===== src/rtl/serial_rx_pkg.sv =====
package serial_rx_pkg;

  typedef enum logic {
    RX_IDLE = 1'b0,
    RX_BUSY = 1'b1
  } rxStateT;

  // Strobes from the control into the datapath.
  typedef struct packed {
    logic sampleBit;  // sample the line on this edge
    logic frameDone;  // this sample is the stop bit
  } rxStrobeT;

endpackage


===== src/rtl/serial_rx_ctrl.sv =====
module serial_rx_ctrl
  import serial_rx_pkg::*;
#(
  parameter int CYCLES_PER_BIT = 16,  // must be at least 2
  parameter int DATA_W         = 8
) (
  input  logic     clk,
  input  logic     rst,
  input  logic     serialIn,
  output rxStrobeT strobes
);

  localparam int FRAME_BITS = DATA_W + 2;
  localparam int HALF_BIT   = CYCLES_PER_BIT / 2;
  localparam int TIMER_W    = (CYCLES_PER_BIT > 2) ? $clog2(CYCLES_PER_BIT) : 1;
  localparam int IDX_W      = $clog2(FRAME_BITS);
  localparam logic [TIMER_W-1:0] FIRST_WAIT = TIMER_W'(HALF_BIT - 1);
  localparam logic [TIMER_W-1:0] BIT_WAIT   = TIMER_W'(CYCLES_PER_BIT - 1);
  localparam logic [IDX_W-1:0]   LAST_IDX   = IDX_W'(FRAME_BITS - 1);

  rxStateT            state;
  logic [TIMER_W-1:0] timer;
  logic [IDX_W-1:0]   bitIdx;
  logic               tick;

  assign tick = (state == RX_BUSY) && (timer == '0);

  always_ff @(posedge clk) begin
    if (rst) begin
      state  <= RX_IDLE;
      timer  <= '0;
      bitIdx <= '0;
    end else begin
      case (state)
        RX_IDLE: begin
          if (!serialIn) begin
            // Timing is counted from this edge; the first wait reaches mid-bit.
            state  <= RX_BUSY;
            timer  <= FIRST_WAIT;
            bitIdx <= '0;
          end
        end
        RX_BUSY: begin
          if (tick) begin
            timer <= BIT_WAIT;
            if (bitIdx == LAST_IDX) begin
              state  <= RX_IDLE;
              bitIdx <= '0;
            end else begin
              bitIdx <= bitIdx + 1'b1;
            end
          end else begin
            timer <= timer - 1'b1;
          end
        end
        default: state <= RX_IDLE;
      endcase
    end
  end

  always_comb begin
    strobes.sampleBit = tick;
    strobes.frameDone = tick && (bitIdx == LAST_IDX);
  end

endmodule


===== src/rtl/serial_rx_datapath.sv =====
module serial_rx_datapath
  import serial_rx_pkg::*;
#(
  parameter int DATA_W = 8
) (
  input  logic              clk,
  input  logic              rst,
  input  logic              serialIn,
  input  rxStrobeT          strobes,
  input  logic              outReady,
  output logic [DATA_W-1:0] outData,
  output logic              outValid
);

  // The start bit falls out of the low end. By the stop sample, the register holds the data bits.
  logic [DATA_W-1:0] shiftReg;
  logic [DATA_W-1:0] holdByte;
  logic              hasByte;

  always_ff @(posedge clk) begin
    if (rst) begin
      shiftReg <= '0;
    end else if (strobes.sampleBit && !strobes.frameDone) begin
      shiftReg <= {serialIn, shiftReg[DATA_W-1:1]};
    end
  end

  always_ff @(posedge clk) begin
    if (rst) begin
      holdByte <= '0;
      hasByte  <= 1'b0;
    end else if (strobes.frameDone) begin
      holdByte <= shiftReg;  // new byte wins over a pending or accepted one
      hasByte  <= 1'b1;
    end else if (outReady) begin
      hasByte  <= 1'b0;
    end
  end

  assign outData  = holdByte;
  assign outValid = hasByte;

endmodule


===== src/rtl/serial_byte_receiver.sv =====
module serial_byte_receiver
  import serial_rx_pkg::*;
#(
  parameter int CLK_HZ = 100_000_000,
  parameter int BAUD   = 115_200,
  parameter int DATA_W = 8
) (
  input  logic              clk,
  input  logic              rst,
  input  logic              serialIn,
  output logic [DATA_W-1:0] outData,
  output logic              outValid,
  input  logic              outReady
);

  localparam int CYCLES_PER_BIT = CLK_HZ / BAUD;

  rxStrobeT strobes;
  logic     sampleStrobe;
  logic     doneStrobe;

  serial_rx_ctrl #(
    .CYCLES_PER_BIT(CYCLES_PER_BIT),
    .DATA_W        (DATA_W)
  ) i_ctrl (
    .clk     (clk),
    .rst     (rst),
    .serialIn(serialIn),
    .strobes (strobes)
  );

  serial_rx_datapath #(
    .DATA_W(DATA_W)
  ) i_datapath (
    .clk     (clk),
    .rst     (rst),
    .serialIn(serialIn),
    .strobes (strobes),
    .outReady(outReady),
    .outData (outData),
    .outValid(outValid)
  );

  assign sampleStrobe = strobes.sampleBit;
  assign doneStrobe   = strobes.frameDone;

endmodule


===== config.mk =====
export PLATFORM = sky130hd
export DESIGN_NAME = serial_byte_receiver
export DESIGN_NICKNAME = d
export VERILOG_FILES = /design/src/rtl/serial_rx_pkg.sv /design/src/rtl/serial_rx_ctrl.sv /design/src/rtl/serial_rx_datapath.sv /design/src/rtl/serial_byte_receiver.sv
export SDC_FILE = /design/constraint.sdc
export NUM_CORES = 1
export LEC_CHECK = 0
export ABC_AREA = 1
export BUFFER_PORTS_ARGS = -buffer_cell sky130_fd_sc_hd__buf_2
export CORE_AREA = 2 2 59 61
export DETAILED_ROUTE_END_ITERATION = 7
export DIE_AREA = 0 0 61 63
export HOLD_SLACK_MARGIN = 0.08
export PLACE_DENSITY_LB_ADDON = 0.1
export RECOVER_POWER = 25
export SYNTH_ARGS = -nofsm -noshare
export SYNTH_HDL_FRONTEND = slang
export SYNTH_SLANG_ARGS = --single-unit

===== constraint.sdc =====
create_clock -name clk -period 3.8 [get_ports clk]
set_input_delay 0.38 -clock clk [delete_from_list [all_inputs] [get_ports clk]]
set_output_delay 0.38 -clock clk [all_outputs]
set_load 0.05 [all_outputs]

=== Word-level counts from Yosys, hierarchy flattened ===
Index checks and enable logic that the tools add are counted.

* Add/subtract/negate cells: 2
* Equality and inequality tests: 3
* Bitwise gates (word level): 1
* Multiplexer cells: 13
* Reductions and logical operators: 7

{| class="wikitable"
|+ Operators with widths
! operator !! number
|-
| two-way mux 10 bit || 2
|-
| one-hot mux 10 bit (2 select lines) || 1
|-
| two-way mux 4 bit || 3
|-
| logical NOT 10 bit || 1
|-
| subtractor 10 x 1 -> 10 bit, second input constant || 1
|-
| one-hot mux 4 bit (2 select lines) || 1
|-
| two-way mux 1 bit || 5
|-
| adder 4 x 1 -> 4 bit, second input constant || 1
|-
| equality test 4 bit, second input constant || 1
|-
| != test 2 bit, second input constant || 2
|-
| logical AND 1 bit || 3
|-
| one-hot mux 1 bit (2 select lines) || 1
|-
| AND reduction 2 bit || 1
|-
| nonzero test 2 bit || 1
|-
| logical NOT 1 bit || 1
|-
| NOT 1 bit || 1
|}

* Word-level logic and storage cells: 32
* Output and inout port bits: 9
* Flip-flop bits (word level): 32
* Bits of input ports: 4

=== Logic depth before layout (Yosys ltp) ===
* Depth after elaboration: 5
* Gate-level depth with buffers: 10
* Gate-level depth less buffers: 10

=== Cells and area by module ===
A second synthesis with hierarchy kept.

* Cells, all modules: 213
* Area total of the unflattened synthesis: 1572.8 um2

{| class="wikitable"
|+ By module, submodules not included
! module !! times used !! sequential area each (um2) !! area an instance (um2) !! cells an instance
|-
| serial_rx_ctrl || 1 || 300.3 || 885.8 || 128
|-
| serial_rx_datapath || 1 || 340.3 || 686.9 || 85
|}

=== Least setup slack after synthesis ===
No wires, ideal clock.

* Path type: flip-flop to flip-flop
* Start: register i_ctrl.timer[0]
* End: register i_datapath.holdByte[0] (netlist: i_datapath.outData[0])
* Buffers on the path: 0
* Cell stages (with the launch flop): 10
* Slack: 2.295 ns
* Data arrival time: 1.391 ns
* Clock period less this slack: 1.505 ns
* Setup time: 0.114 ns
* Data required time: 3.686 ns
* Cells stage by stage: dfxtp_1 > inv_1 > ha_1 > nand3_4 > nor2_4 > nand3_4 > nor2_8 > inv_4 > nor2_2 > nor2_1

* Word-level cells in the longest chain between the ends: 3

{| class="wikitable"
|+ Ends and longest elaborated chain
! item !! line !! RTL
|-
| start, declared || serial_rx_ctrl.sv:22 || <nowiki>logic [TIMER_W-1:0] timer;</nowiki>
|-
| start signal, assigned || serial_rx_ctrl.sv:53 || <nowiki>timer <= timer - 1'b1;</nowiki>
|-
| logical NOT 10 bit || serial_rx_ctrl.sv:26 || <nowiki>assign tick = (state == RX_BUSY) && (timer == '0);</nowiki>
|-
| logical AND 1 bit || serial_rx_ctrl.sv:26 ||
|-
| logical AND 1 bit || serial_rx_ctrl.sv:63 || <nowiki>strobes.frameDone = tick && (bitIdx == LAST_IDX);</nowiki>
|-
| end signal, assigned || serial_rx_datapath.sv:33 || <nowiki>holdByte <= shiftReg;</nowiki>
|-
| end, declared || serial_rx_datapath.sv:17 || <nowiki>logic [DATA_W-1:0] holdByte;</nowiki>
|}

Every way passes these cells.
A chain may end at the register's enable or synchronous reset.

=== Worst setup path after layout ===
* Start: register i_ctrl.timer[0]
* End: register i_datapath.shiftReg[3]

* Word-level cells in the longest chain between the ends: 5

{| class="wikitable"
|+ Ends and longest elaborated chain
! item !! line !! RTL
|-
| logical NOT 10 bit (*) || serial_rx_ctrl.sv:26 ||
|-
| logical AND 1 bit (*) || serial_rx_ctrl.sv:26 ||
|-
| logical AND 1 bit || serial_rx_ctrl.sv:63 ||
|-
| logical NOT 1 bit || serial_rx_datapath.sv:23 || <nowiki>end else if (strobes.sampleBit && !strobes.frameDone) begin</nowiki>
|-
| logical AND 1 bit (*) || serial_rx_datapath.sv:23 ||
|-
| end signal, assigned || serial_rx_datapath.sv:24 || <nowiki>shiftReg <= {serialIn, shiftReg[DATA_W-1:1]};</nowiki>
|-
| end, declared || serial_rx_datapath.sv:16 || <nowiki>logic [DATA_W-1:0] shiftReg;</nowiki>
|}

Every way passes the cells marked *; elsewhere a longest branch is shown, timed or not.

==> impl_metrics.env <==
export IMPL_status="completed"
export IMPL_synth_xor_area_share_pct=1.711
export IMPL_worstMarginPinSlew_ns=0.6721
export IMPL_cts_buffer_depth=2
export IMPL_place_hpwl_mm=2.135
export IMPL_grt_first_pass_wirelength_mm=5.313
export IMPL_drive_gt1_share_pct=18.60
export IMPL_synth_compound_area_share_pct=14.10
export IMPL_fin_skew_ns=0.01214
export IMPL_wl_mm=2.916
export IMPL_ys_seq_area_share_pct=41.73
export IMPL_synth_ff_type="dfxtp_1"
export IMPL_synth_top_family_by_area="simple AND/OR/NAND/NOR gates"
export IMPL_rsz0062_at_grt="no"
export IMPL_ant_nets=0
export IMPL_syn_cell_area_sq_mm=0.001535
export IMPL_synth_edff_count=0
export IMPL_first_global_vias=1173
export IMPL_ctsResizeCount=0
export IMPL_maxCapViolCount=0
export IMPL_finalCritPeriodShare_pct=52.14
export IMPL_cts_buffers=5
export IMPL_placementRows=21
export IMPL_cts_hold_buf=0
export IMPL_die_y_microns=63
export IMPL_cts_tree="done"
export IMPL_report_final_setup_viol=0
export IMPL_routed_via_density=4.839
export IMPL_path_clk_slew_ns=0.09
export IMPL_relSlewSlack_pct=55.14
export IMPL_cp_cell_sequence="inv_1, ha_1, nand3_4, nor2_1, nand2_2, nor2_4, inv_1, nor2_1, nor2_1"
export IMPL_stdcell_count=261
export IMPL_cp_end_kind="flip-flop"
export IMPL_cp_start_kind="flip-flop"
export IMPL_synth_fa_ha_area_share_pct=2.445
export IMPL_grt_max_degree=25
export IMPL_setup_tns_ns=0
export IMPL_syn2layout_area_growth_pct=8.558
export IMPL_drt_iter0_drc=67
export IMPL_drc=0
export IMPL_worstPathArrival_ns=2.20
export IMPL_die_width_microns=61
export IMPL_antenna_cells=0
export IMPL_power_density_mw_per_mm2=417.8
export IMPL_ir_drop_mv=0.2359
export IMPL_fin_nets=222
export IMPL_synthSimpleGateAreaFrac_pct=31.62
export IMPL_place_congestion=0.8910
export IMPL_clkSinkCount=32
export IMPL_wl_per_cell_microns=11.17
export IMPL_syn_nets=208
export IMPL_crit_fanout=12
export IMPL_slowest_stage="dfxtp_1"
export IMPL_antenna_found_initial=0
export IMPL_cts_htree_levels=2
export IMPL_ys_ff_latch=32
export IMPL_cpMostUsedCell="nor2_1"
export IMPL_clk_latency_ns=0.33
export IMPL_hp_class="input port to flip-flop"
export IMPL_core_sq_mm=0.003232
export IMPL_drtPass1Iterations=4
export IMPL_max_freq_mhz=504.7
export IMPL_async_flop_share_pct=0
export IMPL_critPathRequiredTime_ns=4.02
export IMPL_synth_largest_area_cell="dfxtp_1"
export IMPL_synth_cell_types=27
export IMPL_start_util_pct=47.50
export IMPL_io_buffers=12
export IMPL_layout_commonest_cell="nor2_1"
export IMPL_grt_usage_pct=18.44
export IMPL_grt_overflow_total=0
export IMPL_period_minus_slack_ns=1.981
export IMPL_syn_area_per_cell_sq_um=7.638
export IMPL_synth_mux_area_share_pct=0
export IMPL_yosysWarningCount=0
export IMPL_via_count=1263
export IMPL_p_leak_nw=0.7697
export IMPL_mostFrequentLayoutCells="nor2_1, dfxtp_1, nand2_1"
export IMPL_worst_hold_slack_ns=0.3019
export IMPL_yosys_top_cells_area="dfxtp_1, nor2_1, nand2_1"
export IMPL_critPathMaxStageDelay_ns=0.32
export IMPL_cts_root_buf="clkbuf_4"
export IMPL_critPathBufInv=2
export IMPL_finalMaxSlewViolations=0
export IMPL_die_area_sq_mm=0.003843
export IMPL_io_pins=13
export IMPL_netlist_instances=201
export IMPL_critical_path_top_delay_family="simple AND/OR/NAND/NOR gates"
export IMPL_dp_cells=254
export IMPL_finalHoldViolations=0
export IMPL_synth_top_cell_area_share_pct=41.73
export IMPL_worstSetupPathType="flip-flop to flip-flop"
export IMPL_cts_setup_buffers=0
[power by group]
group	switching (mW)	internal [mW]	leakage, nW
combinational	0.0661	0.0376	0.471
sequential	0.0217	0.353	0.261
clock	0.113	0.105	0.0374
[layer usage]
layer / GRT usage, % / vias to the layer above / part of all wire [%]
li1: - / 668 / -
met4: 6.522 / 0 / 1.6
met2: 27.69 / 11 / 47
met1: 23.94 / 580 / 48
met5: 0 / - / 0
met3: 6.832 / 4 / 3.0
[per-stage QoR]
stage	setup WS (ns)	total power [mW]	utilization, %	instance area, sq um
floorplan	2.295	0.4703	-	1535
global placement	2.056	0.4880	50.14	1620
detailed placement	1.983	0.4899	50.14	1620
CTS	1.955	0.7088	52.15	1685
global route	1.598	0.7408	51.57	1667
finish	1.819	0.6963	51.57	1667
[path summary, 6_finish.rpt]
kind,from,endpoint,slack (ns),depth (start not counted)
max,i_ctrl.timer[0],i_datapath.shiftReg[3],1.82,9
min,outReady,i_datapath.outValid,0.30,4
min reg2reg,i_datapath.outValid,i_datapath.outValid,0.48,2
max reg2reg,i_ctrl.timer[0],i_datapath.shiftReg[3],1.82,9
[flip-flops by register name, indices dropped and copies added (netlist names)]
| name | count |
|---|---|
| i_datapath.outValid | 1 |
| i_datapath.shiftReg | 8 |
| i_datapath.outData | 8 |
| i_ctrl.state | 1 |
| i_ctrl.timer | 10 |
| i_ctrl.bitIdx | 4 |
[worst min-delay path, stage by stage]
cell and delay, ns:
buf_2 0.07, inv_1 0.03, nand2_1 0.06, a21oi_2 0.05
[cells in the mapped netlist, types with 4 or more instances]
library cell  instances
o21ai_0              10
nand3_1               5
nor2_4                4
nor2_2                9
nor2_1               37
dfxtp_1              32
inv_1                19
o21ai_1              15
nand2_2               4
inv_2                 5
nand2_1              25
a21oi_1               9
[logic make-up after synthesis]
group / after synthesis
buffers and inverters: 30
xor gates and xnor gates: 3
and+or+nand+nor: 93
adders and majority gates: 3
DFF: 32
AOI/OAI and AO/OA: 40
[area by class of cell]
| type | count | area [sq um] |
|---|---|---|
| Fill cell | 347 | 1565 |
| Multi-Input combinational cell | 139 | 758.2 |
| Sequential cell | 32 | 640.6 |
| Inverter | 25 | 96.34 |
| Clock buffer | 7 | 65.06 |
| Tap cell | 46 | 57.56 |
| Timing Repair Buffer | 12 | 48.80 |
Power figures use the tool's default switching activity.
